**src/rtl/prefix_remap_keys.sv**
```systemverilog
module prefix_remap_keys #(
  parameter int AW      = 32,
  parameter int PAGE_SH = 12,
  parameter int WIN_SH  = 13,
  parameter int FRAMES  = 64,
  localparam int FIW    = $clog2(FRAMES)
) (
  input  logic           clk,
  input  logic           rst_n,
  input  logic           req_valid,
  input  logic [AW-1:0]  req_addr,
  input  logic           req_rd,
  input  logic           req_wr,
  input  logic           pfx_load,
  input  logic [AW-1:0]  pfx_data,
  input  logic [AW-1:0]  mem_size,
  input  logic           clr_en,
  input  logic [FIW-1:0] clr_frame,
  output logic           abs_valid,
  output logic [AW-1:0]  abs_addr,
  output logic           key_we,
  output logic [FIW-1:0] key_frame,
  output logic           key_ref,
  output logic           key_chg
);

  localparam logic [AW:0] WIN = (AW+1)'(1) << WIN_SH;

  logic [AW-1:0]  pfx_q;
  logic [1:0]     keys [FRAMES];

  logic           in_low, in_pfx, hit_n;
  logic [AW-1:0]  abs_n;
  logic [FIW-1:0] frm_n;

  logic           v_q, hit_q, rd_q, wr_q;
  logic [AW-1:0]  abs_q;
  logic [1:0]     old_q, merged;

  assign in_low = {1'b0, req_addr} < WIN;
  assign in_pfx = ({1'b0, req_addr} >= {1'b0, pfx_q}) &&
                  ({1'b0, req_addr} < ({1'b0, pfx_q} + WIN));
  assign abs_n  = in_low ? req_addr + pfx_q :
                  in_pfx ? req_addr - pfx_q : req_addr;
  assign frm_n  = abs_n[PAGE_SH +: FIW];
  assign hit_n  = (abs_n <= mem_size) && (abs_n[AW-1:PAGE_SH+FIW] == '0);

  assign merged    = old_q | {wr_q, rd_q};
  assign abs_valid = v_q;
  assign abs_addr  = abs_q;
  assign key_we    = v_q && hit_q;
  assign key_frame = abs_q[PAGE_SH +: FIW];
  assign key_ref   = merged[0];
  assign key_chg   = merged[1];

  always_ff @(posedge clk or negedge rst_n) begin
    if (!rst_n) pfx_q <= '0;
    else if (pfx_load) pfx_q <= {pfx_data[AW-1:WIN_SH], {WIN_SH{1'b0}}};
  end

  always_ff @(posedge clk or negedge rst_n) begin
    if (!rst_n) begin
      v_q   <= 1'b0;
      hit_q <= 1'b0;
      rd_q  <= 1'b0;
      wr_q  <= 1'b0;
      abs_q <= '0;
      old_q <= '0;
    end else begin
      v_q   <= req_valid;
      hit_q <= req_valid && hit_n;
      rd_q  <= req_rd;
      wr_q  <= req_wr;
      abs_q <= abs_n;
      if (clr_en && clr_frame == frm_n) old_q <= 2'b00;
      else if (key_we && key_frame == frm_n) old_q <= merged;
      else old_q <= keys[frm_n];
    end
  end

  for (genvar f = 0; f < FRAMES; f++) begin : g_key
    always_ff @(posedge clk or negedge rst_n) begin
      if (!rst_n) keys[f] <= 2'b00;
      else if (clr_en && clr_frame == FIW'(f)) keys[f] <= 2'b00;
      else if (key_we && key_frame == FIW'(f)) keys[f] <= merged;
    end
  end

  a_r1_low_window: assert property (@(posedge clk) disable iff (!rst_n)
    (req_valid && {1'b0, req_addr} < WIN) |=> abs_addr == $past(req_addr) + $past(pfx_q));

  a_r4_size_limit: assert property (@(posedge clk) disable iff (!rst_n)
    key_we |-> abs_addr <= $past(mem_size));

  a_r5_frame_index: assert property (@(posedge clk) disable iff (!rst_n)
    key_we |-> key_frame == abs_addr[PAGE_SH +: FIW]);

  a_r6_sticky_bits: assert property (@(posedge clk) disable iff (!rst_n)
    (key_we && $past(key_we) && key_frame == $past(key_frame) &&
     !$past(clr_en && clr_frame == key_frame))
    |-> (key_ref || !$past(key_ref)) && (key_chg || !$past(key_chg)));

  a_r10_one_cycle: assert property (@(posedge clk) disable iff (!rst_n)
    req_valid |=> abs_valid);

  a_r10_no_spurious: assert property (@(posedge clk) disable iff (!rst_n)
    !req_valid |=> !abs_valid && !key_we);

endmodule

```
**config.mk**
```make
export PLATFORM = sky130hd
export DESIGN_NAME = prefix_remap_keys
export DESIGN_NICKNAME = d
export VERILOG_FILES = /design/src/rtl/prefix_remap_keys.sv
export SDC_FILE = /design/constraint.sdc
export NUM_CORES = 1
export LEC_CHECK = 0
export ABC_AREA = 1
export BUFFER_PORTS_ARGS = -buffer_cell sky130_fd_sc_hd__buf_4
export CORE_MARGIN = 2
export CORE_UTILIZATION = 64
export DETAILED_ROUTE_END_ITERATION = 6
export GPL_ROUTABILITY_DRIVEN = 0
export PLACE_DENSITY = 0.86
export SLEW_MARGIN = 0
export SYNTH_ARGS = -nofsm -noshare
export SYNTH_HDL_FRONTEND = slang
export SYNTH_SLANG_ARGS = --single-unit
```
**constraint.sdc**
```tcl
create_clock -name clk -period 9.5 [get_ports clk]
set_input_delay 0.95 -clock clk [delete_from_list [all_inputs] [get_ports clk]]
set_output_delay 0.95 -clock clk [all_outputs]
set_load 0.02 [all_outputs]
```
==> results.sh <==
export IMPL_synth_edff_count=0
export IMPL_synth_warnings=0
export IMPL_critPathMaxFanout=19
export IMPL_yosys_most_used_dff="dfrtp_1"
export IMPL_hpwl_um=29200
export IMPL_p_int_mw=1.47
export IMPL_comb_power_share=0.311
export IMPL_ctsHoldBuffers=0
export IMPL_initial_utilization=0.658
export IMPL_cts_resized=0
export IMPL_hold_ws_ps=488
export IMPL_chipHeight_um=149
export IMPL_wl_met2_um=17600
export IMPL_timing_fmax_mhz=169
export IMPL_drive_gt1_frac=0.112
export IMPL_ys_ff_latch=185
export IMPL_endpoint_kind="flip-flop"
export IMPL_drc_errors=0
export IMPL_cts_max_level=4
export IMPL_syn_to_final_growth_pct=12.7
export IMPL_hp_class="reg -> reg"
export IMPL_clk_latency_ps=460
export IMPL_dr_wl_met3_um=5540
export IMPL_grtUsageTotal=0.371
export IMPL_totalPowerFinal_mw=2.36
export IMPL_antenna_found_initial=1
export IMPL_seq_area_frac_synth=0.346
export IMPL_core_area_um2=20400
export IMPL_port_buffers=137
export IMPL_cp_required_ps=9850
export IMPL_rsz0062_at_grt="no"
export IMPL_worst_slew_pin_slew_ps=1140
export IMPL_min_path_cells=2
export IMPL_netlist_area_um2=13400
export IMPL_p_per_area_nw_per_um2=157
export IMPL_cts_sinks=185
export IMPL_synth_nets=2079
export IMPL_drt_iter0_markers=2060
export IMPL_antenna_cells=0
export IMPL_finalSetupTns_ps=0
export IMPL_postPlaceCellArea_um2=14500
export IMPL_cts_tree="yes"
export IMPL_die_area_um2=22100
export IMPL_p_sw_frac=0.379
export IMPL_synth_distinct_cells=53
export IMPL_finClkSkew_ps=17.3
export IMPL_drtPass1Iterations=7
export IMPL_syn_area_per_cell_um2=7.13
export IMPL_path_class="reg -> reg"
export IMPL_top_layer="met5"
export IMPL_nets=2165
export IMPL_status="completed"
export IMPL_clk_pin_slew_ps=80
export IMPL_grt_pass1_wl_um=64100
export IMPL_drtAntennaViolNets=0
export IMPL_syn_instance_count=1879
export IMPL_num_vias=13900
export IMPL_p_leak_nw=7.28
export IMPL_vias_per_cell=6.17
export IMPL_r2r_cells=38
export IMPL_switchingPower_mw=0.895
export IMPL_slew_headroom=0.235
export IMPL_wirelength_um=41000
export IMPL_overflow=0
export IMPL_dp_cells=2216
export IMPL_row_count=52
export IMPL_post_cts_setup_buffer_count=0
export IMPL_setup_worst_path_start_class="flip-flop"
export IMPL_io_pins=151
export IMPL_seqPwrFrac=0.359
export IMPL_design_area_um2=15100
export IMPL_async_flop_share=1.00
export IMPL_stdcell_count=2248
export IMPL_cts_buffers=17
export IMPL_wl_per_cell_um=18.2
export IMPL_p_clk_frac=0.330
export IMPL_grt_pass1_vias=12900
export IMPL_clk_path_buf_depth=2
export IMPL_met1_length_um=15900
export IMPL_clockRootBuffer="clkbuf_16"
export IMPL_drv_slew=0
export IMPL_hold_viol_final=0
export IMPL_cap_violations=0
export IMPL_period_minus_slack_ps=5900
export IMPL_crit_top_cell="nand2_1"
export IMPL_dieWidth_um=149
export IMPL_fin_crit_sh=0.621
export IMPL_crit_slowest_cell="dfrtp_1"
export IMPL_arrival_ps=6250
export IMPL_slowest_delay_ps=430
export IMPL_grt_max_degree=112
export IMPL_vdd_drop_max_v=0.000124
export IMPL_finalSetupViolCount=0
synth_stat cells (2+ instances only):
| cell | n | share of area |
|---|---|---|
| a2111oi_0 | 2 | 0.0013 |
| a211oi_1 | 3 | 0.0017 |
| a21o_1 | 3 | 0.0017 |
| a21oi_1 | 79 | 0.030 |
| a22oi_1 | 15 | 0.0084 |
| a31oi_1 | 6 | 0.0028 |
| buf_2 | 15 | 0.0056 |
| buf_4 | 8 | 0.0045 |
| buf_6 | 7 | 0.0059 |
| clkbuf_1 | 47 | 0.013 |
| clkinv_1 | 2 | 0.00056 |
| dfrtp_1 | 185 | 0.35 |
| fa_1 | 2 | 0.0030 |
| ha_1 | 89 | 0.083 |
| inv_1 | 268 | 0.075 |
| inv_2 | 7 | 0.0020 |
| mux2i_1 | 5 | 0.0037 |
| nand2_1 | 417 | 0.12 |
| nand2_2 | 5 | 0.0023 |
| nand2_4 | 5 | 0.0042 |
| nand3_1 | 167 | 0.062 |
| nand3_2 | 6 | 0.0045 |
| nand3b_1 | 7 | 0.0039 |
| nand4_1 | 12 | 0.0056 |
| nor2_1 | 129 | 0.036 |
| nor3_1 | 15 | 0.0056 |
| nor3_4 | 2 | 0.0024 |
| nor4_1 | 6 | 0.0028 |
| o211ai_1 | 21 | 0.012 |
| o21a_1 | 3 | 0.0017 |
| o21ai_0 | 212 | 0.079 |
| o21ai_4 | 2 | 0.0024 |
| o21bai_1 | 6 | 0.0034 |
| o22ai_1 | 65 | 0.030 |
| o31ai_1 | 6 | 0.0034 |
| or2_2 | 3 | 0.0014 |
| xor2_1 | 31 | 0.020 |
critical path: cells and delay by family (launching register included):
| family | cells | cell delay (ps) |
|---|---|---|
| simple gates | 26 | 3390 |
| fa+ha+maj | 3 | 900 |
| buf+inv | 5 | 560 |
| flops | 1 | 430 |
| compound gates | 3 | 350 |
| xor+xnor | 1 | 150 |
power groups by stage:
stage	Clock, mW	Combinational [mW]	Sequential, mW
2_1_floorplan	0	0.451	0.878
3_3_place_gp	0	0.690	0.862
3_5_place_dp	0	0.706	0.863
4_1_cts	0.777	0.713	0.848
5_1_grt	0.811	0.791	0.851
6_report	0.780	0.736	0.849
metal layers:
metal,vias up,GRT usage
li1,6384,-
met1,6344,0.507
met2,955,0.562
met3,188,0.0874
met4,2,0.168
met5,-,0
worst paths after layout:
check                               start     endpoint  slack (ps)
worst max-delay path            pfx_q[14]        hit_q        3600
worst min-delay path             keys[68]     keys[68]         490
worst max register to register  pfx_q[14]        hit_q        3600
worst min register to register   keys[68]     keys[68]         490
max in group asynchronous           rst_n     keys[93]        7300
min in group asynchronous           rst_n  abs_addr[3]         620
layout by cell type, fill, tap and decap left out, types with 6 or more instances in the layout:
master	count
a21oi_1	79
a22oi_1	15
a31oi_1	6
buf_4	145
clkbuf_16	17
dfrtp_1	185
ha_1	89
inv_1	268
inv_2	7
nand2_1	417
nand3_1	167
nand3_2	6
nand3b_1	7
nand4_1	12
nor2_1	126
nor3_1	13
nor4_1	6
o211ai_1	21
o21ai_0	212
o21bai_1	6
o22ai_1	65
o31ai_1	6
xor2_1	31
sequential cells by signal (all words and copies together) (netlist names):
name / flops
abs_addr: 32
abs_valid: 1
hit_q: 1
keys: 128
old_q: 2
pfx_q: 19
rd_q: 1
wr_q: 1
layout make-up:
cell class / instances / area [um^2]
Tap cell: 270 / 338
Inverter: 278 / 1050
Fill cell: 1585 / 5260
Clock inverter: 15 / 208
Clock buffer: 17 / 425
Timing Repair Buffer: 146 / 1100
Sequential cell: 185 / 4630
Multi-Input combinational cell: 1337 / 7350
cell families (layout without fill, tap and decap cells):
| logic type | after synthesis | count (layout) | synth area share |
|---|---|---|---|
| and+or+nand+nor | 782 | 782 | 0.256 |
| AOI/OAI and AO/OA | 427 | 427 | 0.180 |
| buffers and inverters | 357 | 456 | 0.108 |
| DFF | 185 | 185 | 0.346 |
| adders and majority gates | 91 | 91 | 0.0861 |
| xor gates and xnor gates | 32 | 32 | 0.0209 |
| muxes | 5 | 5 | 0.00374 |
metrics by stage:
step           worst slack (ps)  utilization
2_1_floorplan              4960            -
3_3_place_gp               3760        0.710
3_5_place_dp               3690        0.710
4_1_cts                    3650        0.742
5_1_grt                    3040        0.742
6_report                   3600        0.742
No activity file was read; power rests on OpenSTA's default activity.
